[src/rtl/rotpos_pkg.sv]
package rotpos_pkg;
    typedef enum logic [1:0] {
        FUNC_NONE    = 2'd0,
        FUNC_FETCH   = 2'd1,
        FUNC_STORE   = 2'd2,
        FUNC_COMPARE = 2'd3
    } rot_func_e;
endpackage

[src/rtl/rotpos_angle_counter.sv]
module rotpos_angle_counter #(
    parameter int WORD_W  = 11,
    parameter int IWT_W   = 16,
    parameter int IWT_RST = 10
) (
    input  logic              clk,
    input  logic              rst_n,
    input  logic              iwt_wr,
    input  logic [IWT_W-1:0]  iwt_wdata,
    output logic [WORD_W-1:0] pos,
    output logic [IWT_W-1:0]  iwt
);
    typedef struct packed {
        logic [IWT_W-1:0]  tick;
        logic [WORD_W-1:0] pos;
        logic [IWT_W-1:0]  iwt;
    } angle_t;

    angle_t state_d, state_q;

    always_comb begin
        state_d = state_q;
        if (state_q.tick >= state_q.iwt - IWT_W'(1)) begin
            state_d.tick = '0;
            state_d.pos  = state_q.pos + WORD_W'(1);
        end else begin
            state_d.tick = state_q.tick + IWT_W'(1);
        end
        if (iwt_wr && (iwt_wdata != '0)) begin
            state_d.iwt = iwt_wdata;
        end
    end

    always_ff @(posedge clk or negedge rst_n) begin
        if (!rst_n) begin
            state_q.tick <= '0;
            state_q.pos  <= '0;
            state_q.iwt  <= IWT_W'(IWT_RST);
        end else begin
            state_q <= state_d;
        end
    end

    assign pos = state_q.pos;
    assign iwt = state_q.iwt;
endmodule

[src/rtl/rotpos_latency_calc.sv]
module rotpos_latency_calc #(
    parameter int WORD_W = 11,
    parameter int IWT_W  = 16,
    localparam int DLY_W = WORD_W + IWT_W
) (
    input  logic [WORD_W-1:0] cur_pos,
    input  logic [WORD_W-1:0] target,
    input  logic [IWT_W-1:0]  iwt,
    output logic [DLY_W-1:0]  delay,
    output logic              delay_zero
);
    logic [WORD_W-1:0] word_gap;

    always_comb begin
        word_gap   = target - cur_pos;
        delay      = DLY_W'(word_gap) * DLY_W'(iwt);
        delay_zero = (word_gap == '0);
    end
endmodule

[src/rtl/rotpos_start_timer.sv]
module rotpos_start_timer #(
    parameter int DLY_W = 27
) (
    input  logic             clk,
    input  logic             rst_n,
    input  logic             ctl_reset,
    input  logic             launch,
    input  logic [DLY_W-1:0] delay,
    input  logic             delay_zero,
    output logic             busy,
    output logic             strobe
);
    typedef struct packed {
        logic [DLY_W-1:0] cnt;
        logic             busy;
        logic             strobe;
    } timer_t;

    timer_t tmr_d, tmr_q;

    always_comb begin
        tmr_d        = tmr_q;
        tmr_d.strobe = 1'b0;
        if (ctl_reset) begin
            tmr_d.busy = 1'b0;
            tmr_d.cnt  = '0;
        end else if (tmr_q.busy) begin
            if (tmr_q.cnt == DLY_W'(1)) begin
                tmr_d.busy   = 1'b0;
                tmr_d.cnt    = '0;
                tmr_d.strobe = 1'b1;
            end else begin
                tmr_d.cnt = tmr_q.cnt - DLY_W'(1);
            end
        end else if (launch) begin
            if (delay_zero) begin
                tmr_d.strobe = 1'b1;
            end else begin
                tmr_d.busy = 1'b1;
                tmr_d.cnt  = delay;
            end
        end
    end

    always_ff @(posedge clk or negedge rst_n) begin
        if (!rst_n) begin
            tmr_q <= '0;
        end else begin
            tmr_q <= tmr_d;
        end
    end

    assign busy   = tmr_q.busy;
    assign strobe = tmr_q.strobe;
endmodule

[src/rtl/rot_latency_timer.sv]
module rot_latency_timer #(
    parameter int WORD_W  = 11,
    parameter int IWT_W   = 16,
    parameter int IWT_RST = 10,
    parameter int STAT_W  = 18
) (
    input  logic              clk,
    input  logic              rst_n,
    input  logic              ctl_reset,
    input  logic              iwt_wr,
    input  logic [IWT_W-1:0]  iwt_wdata,
    input  logic              start_cmd,
    input  logic [1:0]        start_func,
    input  logic [WORD_W-1:0] start_word,
    output logic              start_strobe,
    output logic              busy,
    output logic [IWT_W-1:0]  iwt_cur,
    output logic [STAT_W-1:0] pos_status
);
    import rotpos_pkg::*;

    localparam int DLY_W = WORD_W + IWT_W;

    logic [WORD_W-1:0] cur_pos;
    logic [DLY_W-1:0]  delay;
    logic              delay_zero;
    logic              launch;
    rot_func_e         func;

    rotpos_angle_counter #(
        .WORD_W (WORD_W),
        .IWT_W  (IWT_W),
        .IWT_RST(IWT_RST)
    ) u_angle (
        .clk      (clk),
        .rst_n    (rst_n),
        .iwt_wr   (iwt_wr),
        .iwt_wdata(iwt_wdata),
        .pos      (cur_pos),
        .iwt      (iwt_cur)
    );

    rotpos_latency_calc #(
        .WORD_W(WORD_W),
        .IWT_W (IWT_W)
    ) u_calc (
        .cur_pos   (cur_pos),
        .target    (start_word),
        .iwt       (iwt_cur),
        .delay     (delay),
        .delay_zero(delay_zero)
    );

    always_comb begin
        func   = rot_func_e'(start_func);
        launch = start_cmd && (func != FUNC_NONE);
    end

    rotpos_start_timer #(
        .DLY_W(DLY_W)
    ) u_timer (
        .clk       (clk),
        .rst_n     (rst_n),
        .ctl_reset (ctl_reset),
        .launch    (launch),
        .delay     (delay),
        .delay_zero(delay_zero),
        .busy      (busy),
        .strobe    (start_strobe)
    );

    generate
        if (STAT_W > WORD_W + 1) begin : g_pad
            assign pos_status = {busy, {(STAT_W-WORD_W-1){1'b0}}, cur_pos};
        end else begin : g_tight
            assign pos_status = {busy, cur_pos};
        end
    endgenerate
endmodule

[config.mk]
export PLATFORM = sky130hd
export DESIGN_NAME = rot_latency_timer
export DESIGN_NICKNAME = d
export VERILOG_FILES = /design/src/rtl/rotpos_pkg.sv /design/src/rtl/rotpos_angle_counter.sv /design/src/rtl/rotpos_latency_calc.sv /design/src/rtl/rotpos_start_timer.sv /design/src/rtl/rot_latency_timer.sv
export SDC_FILE = /design/constraint.sdc
export NUM_CORES = 1
export LEC_CHECK = 0
export BUFFER_PORTS_ARGS = -buffer_cell sky130_fd_sc_hd__buf_4
export CELL_PAD_IN_SITES_DETAIL_PLACEMENT = 0
export CELL_PAD_IN_SITES_GLOBAL_PLACEMENT = 1
export CORE_ASPECT_RATIO = 0.8
export CORE_MARGIN = 1
export CORE_UTILIZATION = 35
export DETAILED_ROUTE_END_ITERATION = 8
export GPL_TIMING_DRIVEN = 0
export PLACE_DENSITY_LB_ADDON = 0.1
export SLEW_MARGIN = 20
export SYNTH_ARGS = -nofsm -noshare
export SYNTH_HDL_FRONTEND = slang
export SYNTH_SLANG_ARGS = --single-unit
[constraint.sdc]
create_clock -name clk -period 10.67 [get_ports clk]
set_input_delay 0.5335 -clock clk [delete_from_list [all_inputs] [get_ports clk]]
set_output_delay 0.5335 -clock clk [all_outputs]
set_load 0.1 [all_outputs]
# Yosys cells after proc, flatten, opt, wreduce, memory -nomap -nowiden
# Index checks and enable logic that the tools add are counted.
# classes
multipliers	1
reduce_logical	7
eq_ne	2
mux	9
addsub	5
order_cmp	1
# ops
cell	n
two-way mux 29 bit	2
two-way mux 28 bit	2
== test 27 x 1 -> 1 bit, second input constant	1
multiplier 11 x 16 -> 27 bit	1
two-way mux 27 bit	1
subtractor 27 x 1 -> 27 bit, second input constant	1
adder 16 x 1 -> 16 bit, second input constant	1
greater-or-equal comparator 16 bit	1
two-way mux 16 bit	1
nonzero test 16 bit	1
subtractor 16 x 1 -> 16 bit, second input constant	1
adder 11 x 1 -> 11 bit, second input constant	1
logical NOT 11 bit	1
subtractor 11 bit	1
!= test 3 x 2 -> 1 bit, second input constant	1
nonzero test 3 bit	1
logical AND 1 bit	2
two-way mux 1 bit	2
two-way mux 2 bit	1
AND reduction 2 bit	1
nonzero test 2 bit	1
# totals
input_bits	34
wordCells	31
register_bits	72

# Longest topological paths before layout
# Gate-level depths: netlist of run 1.
# depth
depth_word	6
depth_mapped	29

# By module
# A second synthesis of run 1 with hierarchy kept.
# unflattened
cells_unflattened	1252
area_unflattened_um2	11031.8
# by_module_without_submodules
module	cells_each	seq_area_each_um2	instances	area_per_inst_um2
rotpos_latency_calc	783	0.0	1	6412.4
rotpos_angle_counter	253	1078.5	1	2632.5
rotpos_start_timer	207	725.7	1	1923.1
rot_latency_timer	9	0.0	1	63.8

# Least setup slack after synthesis of run 1
# No wires, ideal clock.
# synth_timing
kind	input to register
from	input port start_word[0]
to	register u_timer.tmr_q[27] in the netlist's numbering
required_time_ps	10544
arrival_ps	6971
cell_stages	28
setup_slack_ps	3573
path_buffers	1
cell_sequence	inv_1 ha_1 inv_1 fa_1 a21o_1 a221oi_4 o211ai_1 nand2_1 xor2_1 clkbuf_1 nand2_1 fa_1 fa_1 inv_1 fa_1 fa_1 inv_1 fa_1 inv_1 ha_1 a21o_1 o21bai_1 o311ai_0 and3_1 o31a_1 o31ai_1 xor2_1 a221o_1
# synth_between
elab_chain_len	6
elab_cells_between_ends	9
cone_classes	1 x add/sub; 1 x mul; 1 x eq/ne; 4 x mux; 2 x reduce/logical
# synth_rtl
item	line_no	source
start, declared	rot_latency_timer.sv:14	input logic [WORD_W-1:0] start_word,
subtractor 11 bit (*)	rotpos_latency_calc.sv:15	word_gap = target - cur_pos;
multiplier 11 x 16 -> 27 bit	rotpos_latency_calc.sv:16	delay = DLY_W'(word_gap) * DLY_W'(iwt);
two-way mux 28 bit	rotpos_start_timer.sv:36	if (delay_zero) begin
two-way mux 29 bit	rotpos_start_timer.sv:35	end else if (launch) begin
two-way mux 29 bit	rotpos_start_timer.sv:27	end else if (tmr_q.busy) begin
two-way mux 28 bit	rotpos_start_timer.sv:24	if (ctl_reset) begin
end signal, assigned	rotpos_start_timer.sv:49	tmr_q <= tmr_d;
end, declared	rotpos_start_timer.sv:19	timer_t tmr_d, tmr_q;
# Every way passes the cells marked *; elsewhere a longest branch is shown, timed or not. The select of a mux whose other input is x is not followed.
# A chain may end at the register's enable or synchronous reset.

# Final worst setup path of run 1
# layout_timing
from	register, netlist name u_angle.pos[0]
to	register u_timer.tmr_q[25] in the netlist's numbering
# layout_between
elab_chain_len	6
elab_cells_between_ends	9
cone_classes	1 x add/sub; 1 x mul; 1 x eq/ne; 4 x mux; 2 x reduce/logical
# layout_rtl
item	line_no
subtractor 11 bit (*)	rotpos_latency_calc.sv:15
multiplier 11 x 16 -> 27 bit	rotpos_latency_calc.sv:16
two-way mux 28 bit	rotpos_start_timer.sv:36
two-way mux 29 bit	rotpos_start_timer.sv:35
two-way mux 29 bit	rotpos_start_timer.sv:27
two-way mux 28 bit	rotpos_start_timer.sv:24
# Marks and branches as above.

==> key figures, run 1 <==
STA
  • Minimum period implied by the final worst setup slack: 8.563 ns
  • Worst-case clock skew: 0.006552 ns
  • Unrepaired setup endpoints after global routing: false
  • Setup violations, final: 0
  • Total Negative Setup Slacks: 0 ns
  • Headroom to the max-slew limit: 23.73%
  • Final hold viol count: 0
  • Least-Margin Pin Slew: 1.136 ns
  • Crit share post-route: 80.25%
  • Max Freq: 116.8 MHz
  • Fin. max-slew vios: 0

Flow run
  • # Max-Cap Violations: 0

Global route
  • Largest net degree at the start of global routing: 73
  • Number of antenna violations at the first check in global routing: 0
  • Wire length of the first global-routing pass: 51610 um
  • Number of global-route vias before repair: 9016
  • Overflow after GRT: 0
  • Global Route Usage Sum: 21.42%

Critical path
  • Endpoint of the worst register-to-register path: u_timer.tmr_q[25]
  • Largest fanout of any net on the critical path: 10
  • Flop2flop setup slack: 2.11 ns
  • Type of destination of the critical path: flop
  • Required time at the endpoint of the critical path: 10.92 ns
  • Arrival time of the worst setup path: 8.81 ns
  • Cell depth of the worst flop-to-flop path: 26
  • Startpoint class of the critical path: flop
  • Type of the worst setup path: flop to flop
  • Reg2Reg Launch Point: u_angle.pos[0]

Drt
  • Remaining antenna violation count: 0
  • Final routed wirelength across all metal layers: 31310 um
  • DRC Markers: 0
  • Final routed wire length divided by cell count: 18.11 um
  • Via count of the routed design: 8674
  • First drt pass iteration count: 5
  • Vias/cell: 5.017
  • Initial DRC Count: 499

Placement
  • Post-detailed-placement half-perimeter wirelength: 25170 um
  • RePlAce Congestion: 0.8369
  • PortBufs: 62
  • Count of placed standard cells including taps: 1713

Floorplan
  • Die outline width: 198.5 um
  • Effective utilization at floorplan: 35.59%
  • Die area: 0.03160 mm2
  • Core area: 0.03038 mm2
  • Floorplan die height: 159.2 um
  • Count of boundary I/O pins: 70
  • Number of placement rows: 57

Run status
  • Status: finished clean

Yosys
  • Post-synth ARST share: 100.0%
  • Cell type with the largest total area after synthesis: sky130_fd_sc_hd__fa_1
  • Most used flip-flop cell after synthesis: sky130_fd_sc_hd__dfrtp_1
  • Proportion of synthesized chip area in sequential cells: 16.69%
  • Distinct cell type count after synthesis: 72
  • Top-area cell type share of the netlist area: 23.33%
  • Number of standard cells after synthesis: 1233
  • Warning count from the yosys run: 0
  • Synthesized area divided by synthesized cell count: 8.769 um2
  • Number of flops mapped to enable cells by yosys: 0
  • Post-synthesis instance area: 0.01081 mm2
  • Flip-flop and latch count after synthesis: 72
  • Dominant cells by area after synthesis: sky130_fd_sc_hd__fa_1 23%, sky130_fd_sc_hd__dfrtp_1 16%, sky130_fd_sc_hd__ha_1 11%

Clock tree
  • Hold bufs inserted after CTS: 0
  • Clock transition time at the flip-flop clock pins of the worst setup and hold paths: 0.07 ns
  • Source-to-sink clock delay at the later pin of the worst-skew pair: 0.36 ns
  • Number of gates resized after CTS: 0
  • Deepest level of the CTS H-tree: 3
  • Number of buffers inserted during clock tree synthesis: 9
  • Sinks on the clock net: 72
  • CTS Root Cell: sky130_fd_sc_hd__clkbuf_16
  • CTS max path bufs: 2
  • Post-CTS setup-driven buffer insertion count: 0
  • TritonCTS clock tree: done

Final layout
  • Sequential Area: 0.001804 mm2
  • Combined area of the multi-input logic cells: 0.007978 mm2
  • Layout Cells excl Fill: 1729
  • FILL cells: 3184
  • Syn-to-layout area delta: 12.56%
  • Share of layout cells above drive strength 1: 11.47%
  • Net total in the final layout: 1567
  • # diodes: 0

Min path
  • Hold crit path type: input pin to asynchronous set/reset pin
## cell usage in the layout (no fill, tap or decap), drive strengths merged, types with 10 or more instances in the layout
cell and instances:
and2 48, fa 126, o21ai 54, xor2 26
nor2 55, a211oi 11, nand3 26, nand2 154
nor3 24, ha 96, clkbuf 51, a21o 20
nand4 10, nand2b 19, a21oi 35, mux2 13
xnor2 56, buf 99, and3 28, dfrtp 70
inv 168, nor4 15
## layout make-up
type / instances / area share [%]
Multi-Input combinational cell: 921 / 65.56
Sequential cell: 72 / 14.83
Inverter: 167 / 5.151
Tap cell: 413 / 4.246
Timing Repair Buffer: 62 / 3.856
Buffer: 78 / 3.527
Clock buffer: 10 / 1.882
Clock inverter: 6 / 0.9562
## sequential cells by signal (all words and copies together) (netlist names)
register and count:
u_timer.strobe 1, u_angle.iwt 16, u_timer.tmr_q 27, u_angle.pos 11, u_angle.state_q 16, u_timer.busy 1
## worst max-delay path: stages (launching register included)
cell and delay (ns):
sky130_fd_sc_hd__dfrtp_1 0.49, sky130_fd_sc_hd__ha_1 0.21, sky130_fd_sc_hd__inv_1 0.05, sky130_fd_sc_hd__fa_1 0.40, sky130_fd_sc_hd__a21o_1 0.24, sky130_fd_sc_hd__a221oi_4 0.33
sky130_fd_sc_hd__o211ai_1 0.17, sky130_fd_sc_hd__nand2_1 0.15, sky130_fd_sc_hd__xor2_1 0.58, sky130_fd_sc_hd__clkbuf_1 0.55, sky130_fd_sc_hd__nand2_1 0.15, sky130_fd_sc_hd__fa_1 0.48
sky130_fd_sc_hd__fa_1 0.49, sky130_fd_sc_hd__inv_1 0.05, sky130_fd_sc_hd__fa_1 0.45, sky130_fd_sc_hd__fa_1 0.49, sky130_fd_sc_hd__inv_1 0.05, sky130_fd_sc_hd__fa_1 0.52
sky130_fd_sc_hd__inv_1 0.04, sky130_fd_sc_hd__ha_1 0.36, sky130_fd_sc_hd__a21o_1 0.24, sky130_fd_sc_hd__o311ai_0 0.74, sky130_fd_sc_hd__nand2_1 0.27, sky130_fd_sc_hd__a221oi_1 0.38
sky130_fd_sc_hd__xor2_1 0.24, sky130_fd_sc_hd__a21oi_1 0.11, sky130_fd_sc_hd__a22o_1 0.22
## metal layers
layer | GRT usage (%) | vias up | wire (um)
met5 | 0 | - | 0
met4 | 4.091 | 0 | 305
met3 | 3.177 | 16 | 1502
met2 | 31.40 | 164 | 13160
met1 | 33.15 | 4319 | 16340
li1 | - | 4175 | -
## worst max path at each step
stage	cells after the start	end	start	slack, ns
after floorplan	28	u_timer.tmr_q[27]	start_word[0]	3.57
after global routing	26	u_timer.tmr_q[25]	u_angle.pos[0]	1.58
final	26	u_timer.tmr_q[25]	u_angle.pos[0]	2.11
after detailed placement	28	u_timer.tmr_q[25]	start_word[0]	2.10
after CTS	26	u_timer.tmr_q[25]	u_angle.pos[0]	2.24
after global placement	28	u_timer.tmr_q[25]	start_word[0]	2.14
## cell families after synthesis
| group | count (synthesis) | share of synthesized area, % |
|---|---|---|
| AND/OR/NAND/NOR | 412 | 18.83 |
| flip-flops | 72 | 16.69 |
| multiplexers | 14 | 1.447 |
| XOR/XNOR | 82 | 6.712 |
| buffers and inverters | 245 | 9.767 |
| other | 1 | 0.03468 |
| AO/OA/AOI/OAI | 185 | 12.08 |
| adder cells (fa/ha/maj) | 222 | 34.44 |
## stage by stage
step                hold WS, ns  worst slack, ns  instance area, um2  util [%]
finish                   0.1898            2.107               12170     40.05
global route             0.2641            1.583               12170     40.05
CTS                      0.3899            2.235               12170     40.04
detailed placement       0.5129            2.102               11820     38.91
global placement         0.5094            2.136               11810     38.88
floorplan                0.2379            3.573               10830         -
## cells in the mapped netlist (13+ instances only)
cell / count
sky130_fd_sc_hd__clkbuf_1: 41
sky130_fd_sc_hd__fa_1: 126
sky130_fd_sc_hd__nand2_1: 154
sky130_fd_sc_hd__buf_4: 36
sky130_fd_sc_hd__and3_1: 28
sky130_fd_sc_hd__xor2_1: 26
sky130_fd_sc_hd__dfrtp_1: 70
sky130_fd_sc_hd__a21o_1: 20
sky130_fd_sc_hd__nor2_1: 55
sky130_fd_sc_hd__o21ai_0: 41
sky130_fd_sc_hd__and2_1: 48
sky130_fd_sc_hd__xnor2_1: 55
sky130_fd_sc_hd__nor3_1: 24
sky130_fd_sc_hd__ha_1: 96
sky130_fd_sc_hd__inv_1: 166
sky130_fd_sc_hd__a21oi_1: 34
sky130_fd_sc_hd__nand3_1: 26
sky130_fd_sc_hd__o21ai_1: 13
sky130_fd_sc_hd__nor4_1: 15
sky130_fd_sc_hd__nand2b_1: 18
sky130_fd_sc_hd__mux2_2: 13
Power of run 1 is not shown: default switching activity piles up to over one toggle a cycle in this logic, so the estimate is an artifact.
==> inputs of run 2 (changes only) <==
Settings changed: ABC_AREA set to 1.
Clock period 10.67 ns to 8.25 ns, I/O delays scaled along.
==> run 2 against run 1 <==
Effect of this change: the run now ends with DRC left; first-iteration DRC count grew 81%; die area rose by 8.8%; synthesized cell count grew 36%; cell area grew 7.8%; area after synthesis increased by 8.9%; core utilization hardly changed; via count is 22% higher; sequential share of layout area is 1.1 points lower; non-clock buffer count decreased by 1; hold slack got worse by 0.10 ns; maximum frequency increased by 18%; clock skew up 0.0069 ns.
==> key figures, run 2 <==
Run status
  • Violated checks: DRC
  • Status: finished with violations

Critical path
  • Startpoint class of the critical path: flop
  • Type of the worst setup path: flop to flop
  • Largest fanout of any net on the critical path: 10
  • Arrival time of the worst setup path: 7.50 ns
  • Reg2Reg Launch Point: u_angle.pos[0]
  • Slowest library cell on the worst path: sky130_fd_sc_hd__fa_1
  • Type of destination of the critical path: flop
  • CP dominant cell by count: sky130_fd_sc_hd__nand2_1
  • Cell depth of the worst flop-to-flop path: 32
  • Longest individual stage delay on the worst path: 0.55 ns
  • Endpoint of the worst register-to-register path: u_timer.tmr_q[28]
  • Flop2flop setup slack: 0.99 ns
  • Required time at the endpoint of the critical path: 8.49 ns

Global route
  • Number of antenna violations at the first check in global routing: 0
  • Wire length of the first global-routing pass: 58550 um
  • Global Route Usage Sum: 22.09%
  • Largest net degree at the start of global routing: 73
  • Overflow after GRT: 0
  • Number of global-route vias before repair: 10360

Final layout
  • Most used cells in the layout excluding fill and tap cells: 427 x sky130_fd_sc_hd__nand2_1, 339 x sky130_fd_sc_hd__inv_1, 174 x sky130_fd_sc_hd__nor2_1, 126 x sky130_fd_sc_hd__fa_1, 97 x sky130_fd_sc_hd__buf_4
  • Top reg by flops: u_timer.tmr_q
  • Syn-to-layout area delta: 11.39%
  • Net total in the final layout: 2013
  • Number of flip-flops under the largest register name: 27
  • Share of layout cells above drive strength 1: 8.910%
  • Final cell utilization of the core: 40.01%
  • # diodes: 0
  • Top flop regs: u_timer.tmr_q (27), u_angle.iwt (16), u_angle.state_q (16)
  • Most common cell after layout, fill and taps aside: sky130_fd_sc_hd__nand2_1

Drt
  • Remaining antenna violation count: 0
  • Final routed wirelength across all metal layers: 36330 um
  • DRC Markers: 2
  • First drt pass iteration count: 9
  • Vias/cell: 4.852
  • Via count of the routed design: 10620
  • Final routed wire length divided by cell count: 16.60 um
  • Initial DRC Count: 901

Power
  • Maximum vdd drop: 0.0002617 V
  • Total power density per cell area: 429.2 mW/mm2
  • Static leakage power: 7.102 nW

Yosys
  • Number of standard cells after synthesis: 1678
  • Top-area cell type share of the netlist area: 21.43%
  • Number of flops mapped to enable cells by yosys: 0
  • Distinct cell type count after synthesis: 46
  • Dominant cells by area after synthesis: sky130_fd_sc_hd__fa_1 21%, sky130_fd_sc_hd__dfrtp_1 15%, sky130_fd_sc_hd__nand2_1 14%
  • Post-synthesis instance area: 0.01177 mm2
  • Most used standard cells in the synthesized netlist: 427 x sky130_fd_sc_hd__nand2_1, 339 x sky130_fd_sc_hd__inv_1, 174 x sky130_fd_sc_hd__nor2_1, 126 x sky130_fd_sc_hd__fa_1, 96 x sky130_fd_sc_hd__ha_1
  • Cell type with the largest total area after synthesis: sky130_fd_sc_hd__fa_1
  • Most used flip-flop cell after synthesis: sky130_fd_sc_hd__dfrtp_1
  • Flip-flop and latch count after synthesis: 72
  • Post-synth ARST share: 100.0%
  • Synthesized area divided by synthesized cell count: 7.015 um2
  • Most common cell in the netlist: sky130_fd_sc_hd__nand2_1
  • Proportion of synthesized chip area in sequential cells: 15.33%
  • Warning count from the yosys run: 0

Floorplan
  • Number of placement rows: 59
  • Core area: 0.03278 mm2
  • Die area: 0.03437 mm2
  • Count of boundary I/O pins: 70
  • Die outline width: 207.0 um
  • Floorplan die height: 166.0 um
  • Effective utilization at floorplan: 35.91%

STA
  • Unrepaired setup endpoints after global routing: false
  • Total Negative Setup Slacks: 0 ns
  • Headroom to the max-slew limit: 40.94%
  • Setup violations, final: 0
  • Fin. max-slew vios: 0
  • Crit share post-route: 88.01%
  • Final hold viol count: 0
  • Minimum period implied by the final worst setup slack: 7.261 ns
  • Worst-case clock skew: 0.01349 ns
  • Least-Margin Pin Slew: 0.8744 ns
  • Max Freq: 137.7 MHz

Placement
  • PortBufs: 63
  • Post-detailed-placement half-perimeter wirelength: 30320 um
  • RePlAce Congestion: 0.8670

Clock tree
  • Deepest level of the CTS H-tree: 3
  • Hold bufs inserted after CTS: 0
  • TritonCTS clock tree: done
  • Clock transition time at the flip-flop clock pins of the worst setup and hold paths: 0.07 ns
  • CTS Root Cell: sky130_fd_sc_hd__clkbuf_16
  • Source-to-sink clock delay at the later pin of the worst-skew pair: 0.36 ns
  • Post-CTS setup-driven buffer insertion count: 0
  • Number of gates resized after CTS: 0
  • CTS max path bufs: 2
  • Number of buffers inserted during clock tree synthesis: 9
  • Sinks on the clock net: 72

Flow run
  • # Max-Cap Violations: 0

Min path
  • Hold crit path type: input pin to asynchronous set/reset pin
## run 2: cell count changes after synthesis, moves of 13 or more
| cell | before | now |
|---|---|---|
| sky130_fd_sc_hd__nand2b_1 | 18 | 0 |
| sky130_fd_sc_hd__nand2_1 | 154 | 427 |
| sky130_fd_sc_hd__xnor2_1 | 55 | 7 |
| sky130_fd_sc_hd__and3_1 | 28 | 0 |
| sky130_fd_sc_hd__a21oi_1 | 34 | 48 |
| sky130_fd_sc_hd__and2_1 | 48 | 6 |
| sky130_fd_sc_hd__mux2_2 | 13 | 0 |
| sky130_fd_sc_hd__xor2_1 | 26 | 41 |
| sky130_fd_sc_hd__nor2_1 | 55 | 174 |
| sky130_fd_sc_hd__a21o_1 | 20 | 1 |
| sky130_fd_sc_hd__nand4_1 | 10 | 40 |
| sky130_fd_sc_hd__inv_1 | 166 | 339 |
| sky130_fd_sc_hd__nand3_1 | 26 | 88 |
## run 2: where the power goes
part / leakage [nW] / total, mW / switching [mW] / internal [mW]
logic: 6.02 / 4.68 / 3.06 / 1.61
clock network: 0.151 / 0.446 / 0.198 / 0.248
registers: 0.934 / 0.506 / 0.0814 / 0.425
total: 7.10 / 5.63 / 3.34 / 2.29
## run 2: stage by stage
step                instance area, um2  hold slack (ns)  std cells  power, mW  setup slack [ns]
floorplan                        11790           0.1169       1683      3.980             2.204
global placement                 12800           0.4854       2173      5.168             1.062
detailed placement               12800           0.4954       2173      5.169             1.037
CTS                              13110           0.2130       2189      5.653             1.122
global route                     13110           0.1604       2189      6.409            0.6149
finish                           13110          0.08709       2189      5.628            0.9893
## run 2: worst max path at each step
stage	from	slack, ns	to
5_1_grt	u_angle.pos[0]	0.61	u_timer.tmr_q[28]
6_report	u_angle.pos[0]	0.99	u_timer.tmr_q[28]
3_3_place_gp	start_word[0]	1.06	u_timer.tmr_q[28]
2_1_floorplan	start_word[0]	2.20	u_timer.tmr_q[16]
4_1_cts	u_angle.pos[0]	1.12	u_timer.tmr_q[28]
3_5_place_dp	start_word[0]	1.04	u_timer.tmr_q[28]
## run 2: kinds of logic after synthesis
family / count (synthesis) / synth area share [%]
AOI/OAI and AO/OA: 126 / 5.910
xor gates and xnor gates: 48 / 3.571
adders and majority gates: 222 / 31.63
buffers and inverters: 420 / 14.73
DFF: 72 / 15.33
other: 1 / 0.03186
and+or+nand+nor: 789 / 28.79
## run 2: routing by layer
layer  up-vias  global-route usage (%)  wire (um)
met5         -                       0          0
met4         0                   3.407        197
met3         9                   3.763       2324
met2       282                   30.57      14160
met1      5087                   35.56      19640
li1       5243                       -          -
## run 2: critical path: cells and delay by family (launching register included)
kind	cells	cell delay [ns]
adder cells (fa/ha/maj)	8	3.53
AND/OR/NAND/NOR	17	2.11
buffers and inverters	7	1.06
flip-flops	1	0.45
## run 2: layout make-up
cell class | count | area, um2
Clock inverter | 6 | 72.57
Buffer | 76 | 442.9
Inverter | 344 | 1291
Multi-Input combinational cell | 1191 | 8252
Tap cell | 427 | 534.3
Sequential cell | 72 | 1804
Clock buffer | 10 | 239.0
Fill cell | 3611 | 19660
Timing Repair Buffer | 63 | 476.7
No activity file was read; power rests on OpenSTA's default activity.
